## src/rtl/rbm_pkg.sv

```systemverilog
package rbm_pkg;
  localparam int unsigned OFS_W  = 14;  // 16 KiB bank
  localparam int unsigned LO_W   = 5;
  localparam int unsigned HI_W   = 2;
  localparam int unsigned BANK_W = LO_W + HI_W;

  // decode of addr[15:13] for writes
  typedef enum logic [2:0] {
    SEL_NONE = 3'b000,
    SEL_LO   = 3'b001,
    SEL_HI   = 3'b010,
    SEL_MODE = 3'b011
  } wsel_e;

  typedef struct packed {
    logic [LO_W-1:0] lo;
    logic [HI_W-1:0] hi;
    logic            mode;
  } bank_cfg_t;
endpackage

```

## src/rtl/rbm_ctrl_regs.sv

```systemverilog
module rbm_ctrl_regs
  import rbm_pkg::*;
(
  input  logic             clk_i,
  input  logic             rst_ni,
  input  logic             wr_i,
  input  logic [2:0]       sel_i,
  input  logic [LO_W-1:0]  wdata_i,
  output bank_cfg_t        cfg_o
);
  bank_cfg_t cfg_q, cfg_d;
  wsel_e     sel;

  assign sel = wsel_e'(sel_i);

  always_comb begin
    cfg_d = cfg_q;
    if (wr_i) begin
      unique case (sel)
        SEL_LO:   cfg_d.lo   = (wdata_i == '0) ? LO_W'(1) : wdata_i;
        SEL_HI:   cfg_d.hi   = wdata_i[HI_W-1:0];
        SEL_MODE: cfg_d.mode = wdata_i[0];
        default:  ;
      endcase
    end
  end

  always_ff @(posedge clk_i or negedge rst_ni) begin
    if (!rst_ni) begin
      cfg_q.lo   <= LO_W'(1);
      cfg_q.hi   <= '0;
      cfg_q.mode <= 1'b0;
    end else begin
      cfg_q <= cfg_d;
    end
  end

  assign cfg_o = cfg_q;


  lo_load_chk: assert property (@(posedge clk_i) disable iff (!rst_ni)
    (wr_i && sel_i == 3'b001 && wdata_i != '0) |=> cfg_q.lo == $past(wdata_i));

  lo_zero_chk: assert property (@(posedge clk_i) disable iff (!rst_ni)
    (wr_i && sel_i == 3'b001 && wdata_i == '0) |=> cfg_q.lo == LO_W'(1));

  hi_load_chk: assert property (@(posedge clk_i) disable iff (!rst_ni)
    (wr_i && sel_i == 3'b010) |=> cfg_q.hi == $past(wdata_i[HI_W-1:0]));

  mode_load_chk: assert property (@(posedge clk_i) disable iff (!rst_ni)
    (wr_i && sel_i == 3'b011) |=> cfg_q.mode == $past(wdata_i[0]));

  no_write_hold_chk: assert property (@(posedge clk_i) disable iff (!rst_ni)
    !(wr_i && !sel_i[2] && sel_i[1:0] != 2'b00) |=> $stable(cfg_q));
endmodule

```

## src/rtl/rbm_bank_sel.sv

```systemverilog
module rbm_bank_sel
  import rbm_pkg::*;
(
  input  bank_cfg_t         cfg_i,
  output logic [BANK_W-1:0] bank_o
);
  // high field joins at bit LO_W only in mode 0
  always_comb begin
    bank_o = {HI_W'(0), cfg_i.lo};
    if (!cfg_i.mode) bank_o[BANK_W-1:LO_W] = cfg_i.hi;
  end
endmodule

```

## src/rtl/rbm_addr_map.sv

```systemverilog
module rbm_addr_map
  import rbm_pkg::*;
#(
  parameter int unsigned ROM_AW = 20
) (
  input  logic [14:0]       addr_i,
  input  logic [BANK_W-1:0] bank_i,
  output logic [ROM_AW-1:0] rom_addr_o
);
  localparam int unsigned FULL_W = BANK_W + OFS_W;

  logic [BANK_W-1:0] bank_eff;
  logic [FULL_W-1:0] full_addr;

  assign bank_eff  = addr_i[OFS_W] ? bank_i : '0;
  assign full_addr = {bank_eff, addr_i[OFS_W-1:0]};

  generate
    if (ROM_AW >= FULL_W) begin : g_wide
      assign rom_addr_o = ROM_AW'(full_addr);
    end else begin : g_wrap
      // power-of-two ROM: drop bank bits beyond its size
      assign rom_addr_o = full_addr[ROM_AW-1:0];
    end
  endgenerate
endmodule

```

## src/rtl/rom_bank_mapper.sv

```systemverilog
module rom_bank_mapper
  import rbm_pkg::*;
#(
  parameter int unsigned ROM_AW = 20
) (
  input  logic              clk_i,
  input  logic              rst_ni,
  input  logic [15:0]       addr_i,
  input  logic              rd_i,
  input  logic              wr_i,
  input  logic [7:0]        wdata_i,
  output logic [ROM_AW-1:0] rom_addr_o,
  output logic              rom_rd_o
);
  localparam int unsigned BANK_OUT_W = ROM_AW - OFS_W;

  bank_cfg_t         cfg;
  logic [BANK_W-1:0] bank;
  logic [2:0]        unused_wdata;

  assign unused_wdata = wdata_i[7:LO_W];

  rbm_ctrl_regs u_regs (
    .clk_i   (clk_i),
    .rst_ni  (rst_ni),
    .wr_i    (wr_i),
    .sel_i   (addr_i[15:13]),
    .wdata_i (wdata_i[LO_W-1:0]),
    .cfg_o   (cfg)
  );

  rbm_bank_sel u_bank (
    .cfg_i  (cfg),
    .bank_o (bank)
  );

  rbm_addr_map #(.ROM_AW(ROM_AW)) u_map (
    .addr_i     (addr_i[14:0]),
    .bank_i     (bank),
    .rom_addr_o (rom_addr_o)
  );

  assign rom_rd_o = rd_i & ~addr_i[15];


  low_window_chk: assert property (@(posedge clk_i) disable iff (!rst_ni)
    (addr_i[15:14] == 2'b00) |-> rom_addr_o == ROM_AW'(addr_i[13:0]));

  mode1_bank_chk: assert property (@(posedge clk_i) disable iff (!rst_ni)
    (addr_i[15:14] == 2'b01 && cfg.mode) |->
      rom_addr_o[ROM_AW-1:OFS_W] == BANK_OUT_W'(cfg.lo));

  offset_keep_chk: assert property (@(posedge clk_i) disable iff (!rst_ni)
    1'b1 |-> rom_addr_o[OFS_W-1:0] == addr_i[OFS_W-1:0]);

  rd_gate_chk: assert property (@(posedge clk_i) disable iff (!rst_ni)
    addr_i[15] |-> !rom_rd_o);
endmodule

```

## config.mk

```make
export PLATFORM = sky130hd
export DESIGN_NAME = rom_bank_mapper
export DESIGN_NICKNAME = d
export VERILOG_FILES = /design/src/rtl/rbm_pkg.sv /design/src/rtl/rbm_ctrl_regs.sv /design/src/rtl/rbm_bank_sel.sv /design/src/rtl/rbm_addr_map.sv /design/src/rtl/rom_bank_mapper.sv
export SDC_FILE = /design/constraint.sdc
export NUM_CORES = 1
export LEC_CHECK = 0
export BUFFER_PORTS_ARGS = -buffer_cell sky130_fd_sc_hd__buf_2
export CAP_MARGIN = 15
export CORE_MARGIN = 8
export CORE_UTILIZATION = 33
export DETAILED_ROUTE_END_ITERATION = 10
export PLACE_DENSITY = 0.79
export SETUP_SLACK_MARGIN = 0.2
export SKIP_LAST_GASP = 1
export SLEW_MARGIN = 20
export SYNTH_ARGS = -nofsm -noshare
export SYNTH_HDL_FRONTEND = slang
export SYNTH_SLANG_ARGS = --single-unit
```

## constraint.sdc

```tcl
create_clock -name clk_i -period 1.1 [get_ports clk_i]
set_clock_uncertainty 0.1 [all_clocks]
set_input_delay 0.22 -clock clk_i [delete_from_list [all_inputs] [get_ports clk_i]]
set_output_delay 0.22 -clock clk_i [all_outputs]
set_load 0.1 [all_outputs]
```

=== After elaboration in Yosys (flattened, before gate mapping) ===
Index checks and enable logic that the tools add are counted.

* Memories kept: 0
* Input port bits: 28
* Memory bits (read-only): 0
* Latch bits: 0
* Output and inout port bits: 21
* RAM bits: 0
* Register bits after elaboration: 7

* $add $sub $neg: 0
* Equality and inequality tests: 3
* Div/mod/pow operators: 0
* Magnitude comparators: 0
* Muxes and demuxes: 3
* Shift-type cells: 0
* Reductions and logical operators: 4
* Multiply operators: 0
* Bitwise gates (word level): 2

{| class="wikitable"
|+ Operators by type and width
! kind !! number
|-
| 3-bit by 2-bit equality test with 1-bit output (second input constant) || 2
|-
| 6-bit two-way mux || 1
|-
| 2-bit AND reduction || 3
|-
| 5-bit logical NOT || 1
|-
| 5-bit two-way mux || 1
|-
| 3-bit by 1-bit equality test with 1-bit output (second input constant) || 1
|-
| 1-bit AND || 1
|-
| 1-bit two-way mux || 1
|-
| 1-bit inverter || 1
|}

=== Logic depth before layout (Yosys ltp) ===
* Word-level depth: 2
* Mapped depth: 4
* Mapped depth without buffers: 3

=== Modules after synthesis ===
A second synthesis with hierarchy kept.

* Cell total of the unflattened synthesis: 51
* Area, all modules: 565.5 um^2

{| class="wikitable"
|+ Modules (own cells, without submodules)
! module !! sequential area each (um^2) !! cells each !! instances !! area an instance (um^2)
|-
| rbm_ctrl_regs || 201.4 || 23 || 1 || 359.1
|-
| rbm_addr_map || 0.0 || 20 || 1 || 142.6
|-
| rbm_bank_sel || 0.0 || 7 || 1 || 50.0
|-
| rom_bank_mapper || 0.0 || 1 || 1 || 13.8
|}

=== Least setup slack after synthesis ===
No wires, ideal clock.

* Path type: input -> output
* Start point: input port addr_i[15]
* End point: output port rom_rd_o
* Arrival: 1.555 ns
* Stages on the path: 1
* Buffers on the path: 0
* Slack: -0.775 ns
* Cell sequence: nor2b_1

* Word-level cells in the longest chain between the ends: 2

{| class="wikitable"
|+ RTL lines
! element !! line !! text
|-
| from (decl) || rom_bank_mapper.sv:8 || <nowiki>input logic [15:0] addr_i,</nowiki>
|-
| 1-bit inverter || rom_bank_mapper.sv:43 || <nowiki>assign rom_rd_o = rd_i & ~addr_i[15];</nowiki>
|-
| 1-bit AND || rom_bank_mapper.sv:43 ||
|-
| to (decl) || rom_bank_mapper.sv:13 || <nowiki>output logic rom_rd_o</nowiki>
|}

Every way passes these cells.

=== Worst setup path after layout ===
* Start point: register u_regs.cfg_q (netlist bit u_regs.cfg_o[0])
* End point: output port rom_addr_o[19]

* Word-level cells in the longest chain between the ends: 2

{| class="wikitable"
|+ RTL lines
! element !! line !! text
|-
| from (decl) || rbm_ctrl_regs.sv:11 || <nowiki>bank_cfg_t cfg_q, cfg_d;</nowiki>
|-
| from (signal assigned) || rbm_ctrl_regs.sv:34 || <nowiki>cfg_q <= cfg_d;</nowiki>
|-
| 1-bit two-way mux || rbm_bank_sel.sv:10 || <nowiki>if (!cfg_i.mode) bank_o[BANK_W-1:LO_W] = cfg_i.hi;</nowiki>
|-
| 6-bit two-way mux || rbm_addr_map.sv:15 || <nowiki>assign bank_eff = addr_i[OFS_W] ? bank_i : '0;</nowiki>
|-
| to (decl) || rom_bank_mapper.sv:12 || <nowiki>output logic [ROM_AW-1:0] rom_addr_o,</nowiki>
|}

Every way passes these cells.

==> results.sh <==
export IMPL_slew_headroom=0.8382
export IMPL_wl_per_cell_um=18.28
export IMPL_synth_edf_count=0
export IMPL_die_w_um=53.96
export IMPL_hold_path_class="in -> reg"
export IMPL_final_nets=89
export IMPL_critical_path_required_ns=0.78
export IMPL_critPathKind="reg -> out"
export IMPL_io_buffers=19
export IMPL_overflow=0
export IMPL_leakagePower_nw=0.3701
export IMPL_route_detailed_drc=0
export IMPL_drtIter0Drc=4
export IMPL_final_layout_size_suffix_gt1_frac=0.8167
export IMPL_syn_nets=70
export IMPL_crit_family="flip-flops"
export IMPL_ys_top_cells_by_count="buf_4 (15), dfrtp_1 (6), and2_2 (5)"
export IMPL_fin_crit_sh=1.290
export IMPL_violations="setup timing"
export IMPL_cts_buffers_inserted=3
export IMPL_worstSetupEndpointType="output port"
export IMPL_io_pins=49
export IMPL_cts_tree="yes"
export IMPL_final_cells=75
export IMPL_place_gp_congestion=0.7692
export IMPL_root_buffer="clkbuf_4"
export IMPL_first_pass_iters=4
export IMPL_peakVddDrop_v=0.0009033
export IMPL_multi_input_area_sq_um=227.7
export IMPL_worstPathCellList="and3b_4 > buf_12"
export IMPL_netlist_area_sq_um=475.5
export IMPL_grt_pass1_wl_um=2007
export IMPL_slew_viol_final=0
export IMPL_cpMaxStageDelayCell="dfrtp_1"
export IMPL_die_area_sq_um=2911
export IMPL_cap_violations=0
export IMPL_largest_register_ffs=7
export IMPL_ys_types=14
export IMPL_fill_cells=100
export IMPL_dr_wl_met3_um=118
export IMPL_ys_seq_area_frac=0.3711
export IMPL_clockBufferDepth=2
export IMPL_rsz0062_at_grt="true"
export IMPL_post_place_cells=65
export IMPL_place_area_sq_um=646.9
export IMPL_dp_slack_ns=-0.2803
export IMPL_synth_seq_cells=7
export IMPL_cts_num_sinks=7
export IMPL_totalWireLength_um=1371
export IMPL_seqCellArea_sq_um=176.4
export IMPL_synth_area_leaders="dfrtp_1 (32%), buf_4 (24%), mux2_4 (13%)"
export IMPL_viasPerCell=5.240
export IMPL_first_global_vias=432
export IMPL_post_route_min_period_ns=1.419
export IMPL_cts_htree_levels=1
export IMPL_core_area_sq_um=1318
export IMPL_start_util=0.3609
export IMPL_hold_depth=2
export IMPL_timing_fmax_mhz=704.6
export IMPL_maxUsedRoutingLayer="met4"
export IMPL_crit_path_start_kind="register"
export IMPL_synth_top_area_frac=0.3158
export IMPL_yosysMostFrequentCell="buf_4"
export IMPL_async_reset_ff_frac=1.000
export IMPL_diodes=0
export IMPL_die_h_um=53.96
export IMPL_wl_met1_um=408
export IMPL_cp_depth=2
export IMPL_setup_viol=6
export IMPL_clock_latency_ns=0.25
export IMPL_ant_nets=0
export IMPL_synth_cells=42
export IMPL_finalHoldViolCount=0
export IMPL_syn_area_per_cell_sq_um=11.32
export IMPL_antenna_found_initial=0
export IMPL_synth_warnings=0
export IMPL_postLayoutCellArea_sq_um=787.0
export IMPL_worst_pin_slew_ns=0.2405
export IMPL_critical_path_arrival_ns=1.10
export IMPL_status="finished, violations left"
export IMPL_clkSlewWorstSetupHoldPaths_ns=0.05
export IMPL_worstPathMaxFanout=2
export IMPL_grt_max_degree=9
export IMPL_synth_ff_type="dfrtp_1"
export IMPL_rr_worst_depth=3
export IMPL_power_density_nw_per_um2=1621
export IMPL_area_delta_synth_final_pct=65.53
export IMPL_worstPathBufferInverterCount=1
export IMPL_wl_met2_um=751
export IMPL_max_stage_delay_ns=0.37
export IMPL_hpwl_um=965.7
export IMPL_synth_top_area_cell="dfrtp_1"
export IMPL_track_usage=0.1003
export IMPL_route_vias_total=393
export IMPL_worst_slack_ns=-0.3192
export IMPL_rows=13
[final timing paths]
path | start | slack [ns] | end
setup / recovery | u_regs.cfg_o[0]$_DFFE_PN0P_ | -0.32 | rom_addr_o[19]
hold / removal | wdata_i[3] | 0.12 | u_regs.cfg_o[6]$_DFFE_PN0P_
setup reg to reg | u_regs.cfg_o[6]$_DFFE_PN0P_ | 0.04 | u_regs.cfg_o[6]$_DFFE_PN0P_
hold reg to reg | u_regs.cfg_o[0]$_DFFE_PN0P_ | 0.42 | u_regs.cfg_o[0]$_DFFE_PN0P_
max in group asynchronous | rst_ni | 0.43 | u_regs.cfg_o[3]$_DFFE_PN1P_
min in group asynchronous | rst_ni | 0.24 | u_regs.cfg_o[7]$_DFFE_PN0P_
[repair_timing]
item                       CTS  global route
pin swaps                    1             2
cloned                       0             0
setup endpoints to repair   14            14
buffers inserted             4             1
hold buffers                 1             0
hold endpoints to repair     7             0
resized for setup            8             8
[power by group]
part | internal [mW] | switching (mW)
registers | 0.320 | 0.0359
logic | 0.328 | 0.357
clock network | 0.139 | 0.0960
total | 0.787 | 0.489
[kinds of logic after synthesis]
group,synth area share
AOI/OAI and AO/OA,0.01052
DFF,0.3711
and+or+nand+nor,0.2079
muxes,0.1737
buffers and inverters,0.2368
[per-stage QoR]
| stage | TNS (ns) | util | hold WS (ns) | power (mW) |
|---|---|---|---|---|
| after CTS | -1.264 | 0.5708 | 0.1165 | 1.243 |
| final | -1.297 | 0.5973 | 0.1165 | 1.276 |
| after floorplan | -0.3904 | - | -0.1756 | 0.9551 |
| after global routing | -1.493 | 0.5973 | 0.1099 | 1.339 |
| after global placement | -1.441 | 0.4910 | -0.04624 | 0.9383 |
| after detailed placement | -1.595 | 0.4910 | -0.04307 | 0.9516 |
[final cells by class]
cell class	instances	area share
clock buffer	4	0.03339
multi-input combinational	20	0.2893
sequential	7	0.2242
tap	15	0.02385
timing repair buffer	29	0.4293
[layout by cell type (no fill, tap or decap)]
cell,netlist,routed
a21oi_2,0,1
and2_4,0,5
and3b_4,0,1
and4bb_2,1,1
buf_12,0,8
buf_2,0,8
buf_4,15,4
buf_6,0,6
buf_8,0,2
clkbuf_1,0,1
clkbuf_4,0,3
dfrtp_1,6,6
dfstp_2,1,1
dlygate4sd3_1,0,1
mux2_2,2,1
mux2_4,4,5
nand4b_1,1,1
nor2_1,2,1
nor2_2,0,1
nor2b_4,0,1
nor4_1,1,1
nor4bb_4,0,1
[per-layer routing]
| layer | up-vias | GRT usage |
|---|---|---|
| met5 | - | 0 |
| met4 | 0 | 0.04202 |
| met3 | 10 | 0.05785 |
| met2 | 22 | 0.1776 |
| met1 | 195 | 0.09192 |
| li1 | 166 | - |
[worst reg2reg max path, stage by stage, from the launching register on]
cell and delay, ns:
dfrtp_1 0.38, buf_6 0.12, buf_6 0.10, mux2_4 0.25
Power figures use the tool's default switching activity.
